[config.mk]
export PLATFORM = sky130hd
export DESIGN_NAME = mac_guard_unit
export DESIGN_NICKNAME = d
export VERILOG_FILES = /design/src/rtl/mac_guard_pkg.sv /design/src/rtl/mac_mult.sv /design/src/rtl/mac_accum.sv /design/src/rtl/mac_sat.sv /design/src/rtl/mac_guard_unit.sv
export SDC_FILE = /design/constraint.sdc
export NUM_CORES = 1
export LEC_CHECK = 0
export ABC_AREA = 1
export BUFFER_PORTS_ARGS = -buffer_cell sky130_fd_sc_hd__buf_2
export CORE_AREA = 2 2 297 299
export DETAILED_ROUTE_END_ITERATION = 8
export DIE_AREA = 0 0 299 301
export PLACE_DENSITY = 0.42
export SETUP_SLACK_MARGIN = 0.1
export SYNTH_ARGS = -nofsm -noshare
export SYNTH_HDL_FRONTEND = slang
export SYNTH_HIERARCHICAL = 1
export SYNTH_SLANG_ARGS = --single-unit
[constraint.sdc]
create_clock -name clk -period 11 [get_ports clk]
set_input_delay 1.1 -clock clk [delete_from_list [all_inputs] [get_ports clk]]
set_output_delay 1.1 -clock clk [all_outputs]
set_load 0.02 [all_outputs]
[src/rtl/mac_guard_pkg.sv]
package mac_guard_pkg;
  localparam int OP_BITS = 3;
  typedef enum logic [OP_BITS-1:0] {
    OP_NOP = 3'd0,
    OP_CLR = 3'd1,
    OP_MPY = 3'd2,
    OP_MAC = 3'd3,
    OP_MAS = 3'd4
  } mac_op_e;
endpackage

[src/rtl/mac_mult.sv]
module mac_mult #(
  parameter int OP_W = 16,
  localparam int EXT_W = OP_W + 1,
  localparam int PROD_W = 2 * EXT_W + 1
) (
  input  logic [OP_W-1:0]          a,
  input  logic [OP_W-1:0]          b,
  input  logic                     a_uns,
  input  logic                     b_uns,
  input  logic                     frac,
  output logic signed [PROD_W-1:0] prod
);
  logic signed [EXT_W-1:0]   a_ext, b_ext;
  logic signed [2*EXT_W-1:0] raw;

  always_comb begin
    a_ext = {(a_uns ? 1'b0 : a[OP_W-1]), a};
    b_ext = {(b_uns ? 1'b0 : b[OP_W-1]), b};
    raw   = a_ext * b_ext;
    if (frac) prod = {raw, 1'b0};
    else      prod = {raw[2*EXT_W-1], raw};
  end
endmodule

[src/rtl/mac_accum.sv]
module mac_accum
  import mac_guard_pkg::*;
#(
  parameter int ACC_W = 40,
  parameter int PROD_W = 35,
  parameter int RND_POS = 15
) (
  input  logic [ACC_W-1:0]  acc,
  input  logic [PROD_W-1:0] prod,
  input  mac_op_e           op,
  input  logic              rnd,
  output logic [ACC_W-1:0]  nxt
);
  localparam logic [ACC_W-1:0] RND_ADD  = ACC_W'(1) << RND_POS;
  localparam logic [ACC_W-1:0] RND_MASK = ~((ACC_W'(1) << (RND_POS + 1)) - ACC_W'(1));

  logic [ACC_W-1:0] p_ext, sum;
  logic             is_mul;

  always_comb begin
    p_ext  = {{(ACC_W-PROD_W){prod[PROD_W-1]}}, prod};
    is_mul = 1'b1;
    unique case (op)
      OP_CLR:  begin sum = '0;          is_mul = 1'b0; end
      OP_MPY:  sum = p_ext;
      OP_MAC:  sum = acc + p_ext;
      OP_MAS:  sum = acc - p_ext;
      default: begin sum = acc;         is_mul = 1'b0; end
    endcase
    if (rnd && is_mul) nxt = (sum + RND_ADD) & RND_MASK;
    else               nxt = sum;
  end
endmodule

[src/rtl/mac_sat.sv]
module mac_sat #(
  parameter int ACC_W = 40,
  parameter int SAT_W = 32
) (
  input  logic [ACC_W-1:0] din,
  input  logic             en,
  output logic [ACC_W-1:0] dout
);
  localparam int TOP_W = ACC_W - SAT_W + 1;
  localparam logic [ACC_W-1:0] POS_LIM = (ACC_W'(1) << (SAT_W - 1)) - ACC_W'(1);
  localparam logic [ACC_W-1:0] NEG_LIM = ~POS_LIM;

  logic [TOP_W-1:0] top;
  logic             in_range;

  always_comb begin
    top      = din[ACC_W-1:SAT_W-1];
    in_range = (top == '0) || (top == '1);
    if (!en || in_range)  dout = din;
    else if (din[ACC_W-1]) dout = NEG_LIM;
    else                  dout = POS_LIM;
  end
endmodule

[src/rtl/mac_guard_unit.sv]
module mac_guard_unit
  import mac_guard_pkg::*;
#(
  parameter int OP_W = 16,
  parameter int GUARD_W = 8,
  localparam int ACC_W = 2 * OP_W + GUARD_W,
  localparam int PROD_W = 2 * (OP_W + 1) + 1
) (
  input  logic               clk,
  input  logic               rst,
  input  logic [OP_BITS-1:0] op,
  input  logic [OP_W-1:0]    a,
  input  logic [OP_W-1:0]    b,
  input  logic               a_uns,
  input  logic               b_uns,
  input  logic               frac,
  input  logic               rnd,
  input  logic               sat,
  output logic [ACC_W-1:0]   acc,
  output logic [OP_W-1:0]    acc_hi
);
  logic [PROD_W-1:0] prod;
  logic [ACC_W-1:0]  acc_q, sum_nxt, sat_nxt;

  mac_mult #(.OP_W(OP_W)) u_mult (
    .a(a), .b(b), .a_uns(a_uns), .b_uns(b_uns), .frac(frac), .prod(prod)
  );

  mac_accum #(.ACC_W(ACC_W), .PROD_W(PROD_W), .RND_POS(OP_W-1)) u_accum (
    .acc(acc_q), .prod(prod), .op(mac_op_e'(op)), .rnd(rnd), .nxt(sum_nxt)
  );

  mac_sat #(.ACC_W(ACC_W), .SAT_W(2*OP_W)) u_sat (
    .din(sum_nxt), .en(sat), .dout(sat_nxt)
  );

  always_ff @(posedge clk) begin
    if (rst) begin
      acc_q  <= '0;
      acc_hi <= '0;
    end else begin
      acc_q  <= sat_nxt;
      acc_hi <= sat_nxt[2*OP_W-1:OP_W];
    end
  end

  assign acc = acc_q;
endmodule

Word level (Yosys, flattened, before mapping). Index checks and enable logic that the tools add are counted.

Logic and storage cells: 25. Bits in registers: 56.

Reductions and logical operators: 6. Equality and inequality tests: 5. Multiplexer cells: 8. $add $sub $neg: 3. Multipliers: 1.

Operators with widths (number): $pmux W40 S4 (1); $mux W40 (3); $add A40 B16 Y40 const B (1); $add A40 B40 Y40 (1); $sub A40 B40 Y40 (1); $mul A17 B17 Y34 (1); $mux W34 (1); $eq A9 B9 Y1 const B (1); $logic_not A9 Y1 (1); $eq A3 B2 Y1 const B (2); $eq A3 B1 Y1 const B (1); $eq A3 B3 Y1 const B (1); $mux W1 (3); $reduce_or A3 Y1 (1); $logic_or A1 B1 Y1 (2); $logic_and A1 B1 Y1 (1); $logic_not A1 Y1 (1).

Logic depth before layout (Yosys ltp).
Depth after elaboration: 11. Depth in mapped cells: 70. Depth with buffers taken out: 66.

By module. Netlist, hierarchy kept.

By module, submodules not included: mac_mult (instances 1, area an instance 12459.4 um^2, cells an instance 1745, sequential area each 0.0 um^2); mac_accum (instances 1, area an instance 5594.1 um^2, cells an instance 1167, sequential area each 0.0 um^2); mac_guard_unit (instances 1, area an instance 1266.2 um^2, cells an instance 140, sequential area each 800.8 um^2); mac_sat (instances 1, area an instance 456.7 um^2, cells an instance 109, sequential area each 0.0 um^2).

Least setup slack after synthesis. OpenSTA, ideal clock, no wires.

Path type: in2reg. Start: input a[10]. End: register acc_q[34], in the netlist acc[34]. Path buffers: 4. Stages: 58. Setup time: 0.112 ns. Setup slack: 0.861 ns. Required time: 10.888 ns. Arrival: 10.027 ns. Cells stage by stage: clkbuf_1 clkbuf_1 nand2_1 fa_1 fa_1 fa_1 fa_1 inv_1 fa_1 inv_1 fa_1 inv_1 ha_1 nand2_1 inv_1 a21oi_1 nand3_1 or2_1 [22 not listed] nand3_1 nand2_1 nand2_1 nor2_1 nand2_1 nor3_4 nand3_1 nand2_1 nor2_1 and2_1 nand2_2 nand3_2 buf_6 buf_6 nand2_1 nand2_1 inv_1 nor2_1.

Longest elaborated chain between the ends: 10. Elaborated cells on any way between the ends: 13. Those cells by class: add/sub (3); mul (1); eq/ne (1); mux (5); reduce/logical (3).

Ends and longest elaborated chain: start: declaration (line mac_guard_unit.sv:12) `input logic [OP_W-1:0] a,`; $mul A17 B17 Y34 (*) (line mac_mult.sv:19) `raw = a_ext * b_ext;`; $mux W34 (*) (line mac_mult.sv:20) `if (frac) prod = {raw, 1'b0};`; net prod[14] (line mac_guard_unit.sv:22) `logic [PROD_W-1:0] prod;`; $sub A40 B40 Y40 / $add A40 B40 Y40 (equally long branches) (line mac_accum.sv:27, mac_accum.sv:26); $pmux W40 S4 (*) (line mac_accum.sv:23) `unique case (op)`; $add A40 B16 Y40 (line mac_accum.sv:30) `if (rnd && is_mul) nxt = (sum + RND_ADD) & RND_MASK;`; $mux W40 (*) (line mac_accum.sv:30); net sum_nxt[37] (line mac_guard_unit.sv:23) `logic [ACC_W-1:0] acc_q, sum_nxt, sat_nxt;`; $eq A9 B9 Y1 / $logic_not A9 Y1 (equally long branches) (line mac_sat.sv:18) `in_range = (top == '0) || (top == '1);`; $logic_or A1 B1 Y1 (*) (line mac_sat.sv:18); $logic_or A1 B1 Y1 (*) (line mac_sat.sv:19) `if (!en || in_range) dout = din;`; $mux W40 (*) (line mac_sat.sv:19); net sat_nxt[34] (line mac_guard_unit.sv:23); end signal: assignment (line mac_guard_unit.sv:42) `acc_q <= sat_nxt;`; end: declaration (line mac_guard_unit.sv:23).

The timed path passes the listed nets; every way through them passes the cells marked *. A chain may end at the register's enable or synchronous reset.

Worst setup path after layout.
Start: input b[6]. End: register acc_hi[9].

Longest elaborated chain between the ends: 10. Elaborated cells on any way between the ends: 13. Those cells by class: add/sub (3); mul (1); eq/ne (1); mux (5); reduce/logical (3).

Ends and longest elaborated chain: start: declaration (line mac_guard_unit.sv:13) `input logic [OP_W-1:0] b,`; $mul A17 B17 Y34 (*) (line mac_mult.sv:19); $mux W34 (*) (line mac_mult.sv:20); net prod[16] (line mac_guard_unit.sv:22); $sub A40 B40 Y40 / $add A40 B40 Y40 (equally long branches) (line mac_accum.sv:27, mac_accum.sv:26); $pmux W40 S4 (*) (line mac_accum.sv:23); $add A40 B16 Y40 (line mac_accum.sv:30); $mux W40 (*) (line mac_accum.sv:30); net sum_nxt[31] (line mac_guard_unit.sv:23); $eq A9 B9 Y1 / $logic_not A9 Y1 (equally long branches) (line mac_sat.sv:18); $logic_or A1 B1 Y1 (*) (line mac_sat.sv:18); $logic_or A1 B1 Y1 (*) (line mac_sat.sv:19); $mux W40 (*) (line mac_sat.sv:19); net sat_nxt[25] (line mac_guard_unit.sv:23); end signal: assignment (line mac_guard_unit.sv:43) `acc_hi <= sat_nxt[2*OP_W-1:OP_W];`; end: declaration (line mac_guard_unit.sv:20) `output logic [OP_W-1:0] acc_hi`.

Marked as above.

==> metrics <==
antenna violations before repair=1; Cell variety after synth=47; clk root buf=clkbuf_16; via/cell ratio=4.157; Post-synth EDFFs=0; status=finished, final reports clean; GR Overflow Total=0; htree depth=2; fin cells=around 4,400; Max transition margin=about 38%; CTS Buf Count=5; vias in the first global route=18,660; Total GRT Usage=14.30%; gate count after technology mapping=3,161; max-cap violations=0; max-slew violations=0; final wirelength=63,810 um; Initial Utilization=22.87%; Worst Hold Path EP=acc[1]; placed inst area=between 20,000 and 25,000 um2; IO Port Bufs=97; routed len/inst=about 14 um; #FFs+latches synth=40; synth-to-layout area growth=16.17%; Hold Path Cell Cnt=6; Mapped Avg Cell Area=6.256 um2; Reg2Reg Launch Point=acc[0]; gp weighted congestion=0.8683; Setup Skew=0.004874 ns; die area=90,000 um2; Antenna Nets Post-Route=0; Die W=299 um; 1st-pass router iterations=5; Skew-Pair Late Insertion Delay=0.29 ns; critical setup path kind=primary input to flop; initial drt markers=approximately 990; largest net degree at the start of global routing=43; # IOs=a little under 100; Vias=18,440; nets@finish=3,746; CTS tree=built; Rows=roughly 110; Setup crit start kind=primary input; Worst Tran Pin Value=roughly 0.92 ns; share of layout cells above drive strength 1=roughly an eighth; Crit. End Element=flop; minimum clock period=10.32 ns; CP peak stage delay=0.54 ns; Final Cycle Share=93.78%; FF-to-FF setup slack=6.72 ns; # DRC=0; Worst R2R Path Depth=28; Main synth FF type=dfxtp_1; Mapped Area=19,780 um2; RR Endpoint=acc_hi[9]; Core Area=about 86,000 um2; clock transition at the registers of the reported paths=0.06 ns; hold-fix buffers at CTS=0; # clock sinks=40; post-synthesis sequential area ratio=4.049%; fmax=~0.097 GHz; antenna cells=0; Min-Delay Path Class=flop to flop; first-pass GRT wire length=102,500 um; # setup viols final=0; arrival time of the worst setup path=10.46 ns; Max Root-Sink Buffers=2; RSZ-0062 raised after global routing=no; Fin. Hold Viols=0; CP max FO=9; most frequent CP cell=nand2_1; synth warn=6; Hold WS=0.7140 ns; syn_nets=between 3,000 and 4,000; Worst Setup SP=b[6]; post-layout utilization of the core=26.57%; most frequent cells in the layout=nand2_1 (998), inv_1 (782), fa_1 (292); Post-DP HPWL=55,670 um; Cells after DPL=4,411; Synth async-reset ratio=0%; die height=301 um; design area=22,970 um2; Hold Startpoint=acc[1]; Worst EP required=roughly 11 ns; commonest non-fill, non-tap cell in the layout=nand2_1; Worst path slowest cell=fa_1
[synthesized netlist by cell type, types with 7 or more instances]
cell,count,share of area (%)
a21oi_1,85,2.2
a31oi_1,10,0.32
and2_1,8,0.25
buf_2,12,0.30
buf_4,19,0.72
buf_6,7,0.40
clkbuf_1,76,1.4
dfxtp_1,40,4.0
fa_1,297,30
ha_1,126,8.0
inv_1,783,15
inv_2,14,0.27
nand2_1,1019,19
nand2_2,11,0.35
nand3_1,165,4.2
nand3_2,8,0.40
nand3b_1,7,0.27
nand4_1,26,0.82
nor2_1,249,4.7
nor2_2,11,0.35
nor3_1,19,0.48
nor3_2,10,0.51
o21ai_0,41,1.0
o21ai_1,7,0.18
o21bai_1,8,0.30
or2_1,8,0.25
or2_2,10,0.32
xnor2_1,13,0.58
xor2_1,44,1.9
[worst max-delay path by stage]
| stage | end | slack [ns] | depth (start not counted) |
|---|---|---|---|
| final | acc_hi[9] | 0.68 | 57 |
| after global routing | acc_hi[9] | 0.02 | 62 |
| after global placement | acc[0] | -0.08 | 55 |
| after floorplan | acc[34] | 0.86 | 58 |
| after detailed placement | acc_hi[9] | -0.15 | 52 |
| after CTS | acc[15] | 0.11 | 52 |
[state kept, by name (all words and copies together), names as in the netlist]
register,cells
acc_hi,15
acc,25
[timing repair]
item | 4_1_cts | 5_1_grt
hold endpoints to repair | 0 | 0
gates resized for setup | 0 | 165
buffers inserted | 0 | 14
setup endpoints to repair | 0 | 40
[cells by family (layout without fill, tap and decap cells)]
family | after synthesis | in the layout | synth area share, %
AO/OA/AOI/OAI | 160 | 160 | 4.378
XOR/XNOR | 57 | 57 | 2.524
adder cells (fa/ha/maj) | 423 | 423 | 38.04
buffers and inverters | 916 | 1037 | 18.09
flip-flops | 40 | 40 | 4.049
multiplexers | 1 | 1 | 0.05062
AND/OR/NAND/NOR | 1564 | 1564 | 32.87
[critical path, delay by kind of cell]
kind | cells | cell delay, ns
XOR/XNOR | 2 | 0.40
adder cells (fa/ha/maj) | 8 | 3.67
buffers and inverters | 12 | 1.16
AND/OR/NAND/NOR | 35 | 4.12
[routing by layer]
metal	up-vias	routed length, um	part of all wire (%)	GRT usage [%]
met5	-	0	0	0
met4	0	1122	1.8	1.810
met3	43	1672	2.6	0.9091
met2	276	31640	50	26.20
met1	8686	29380	46	18.83
li1	9438	-	-	-
[area by class of cell]
class | count | area [um2]
Clock buffer | 6 | 138.9
Inverter | 799 | 2999
Timing Repair Buffer | 230 | 1623
Tap cell | 1155 | 1445
Multi-Input combinational cell | 2205 | 15950
Sequential cell | 40 | 800.8
Fill cell | 9923 | 63510
Clock inverter | 2 | 15.01
[through the flow]
step / setup TNS (ns) / setup WS [ns]
floorplan: 0 / 0.8611
global placement: -1.976 / -0.08023
detailed placement: -4.979 / -0.1523
CTS: 0 / 0.1109
global route: 0 / 0.02232
finish: 0 / 0.6839
Power is left out: the tool's default activity adds up to more than one toggle a clock period on the data nets, which glitch-free logic cannot reach.
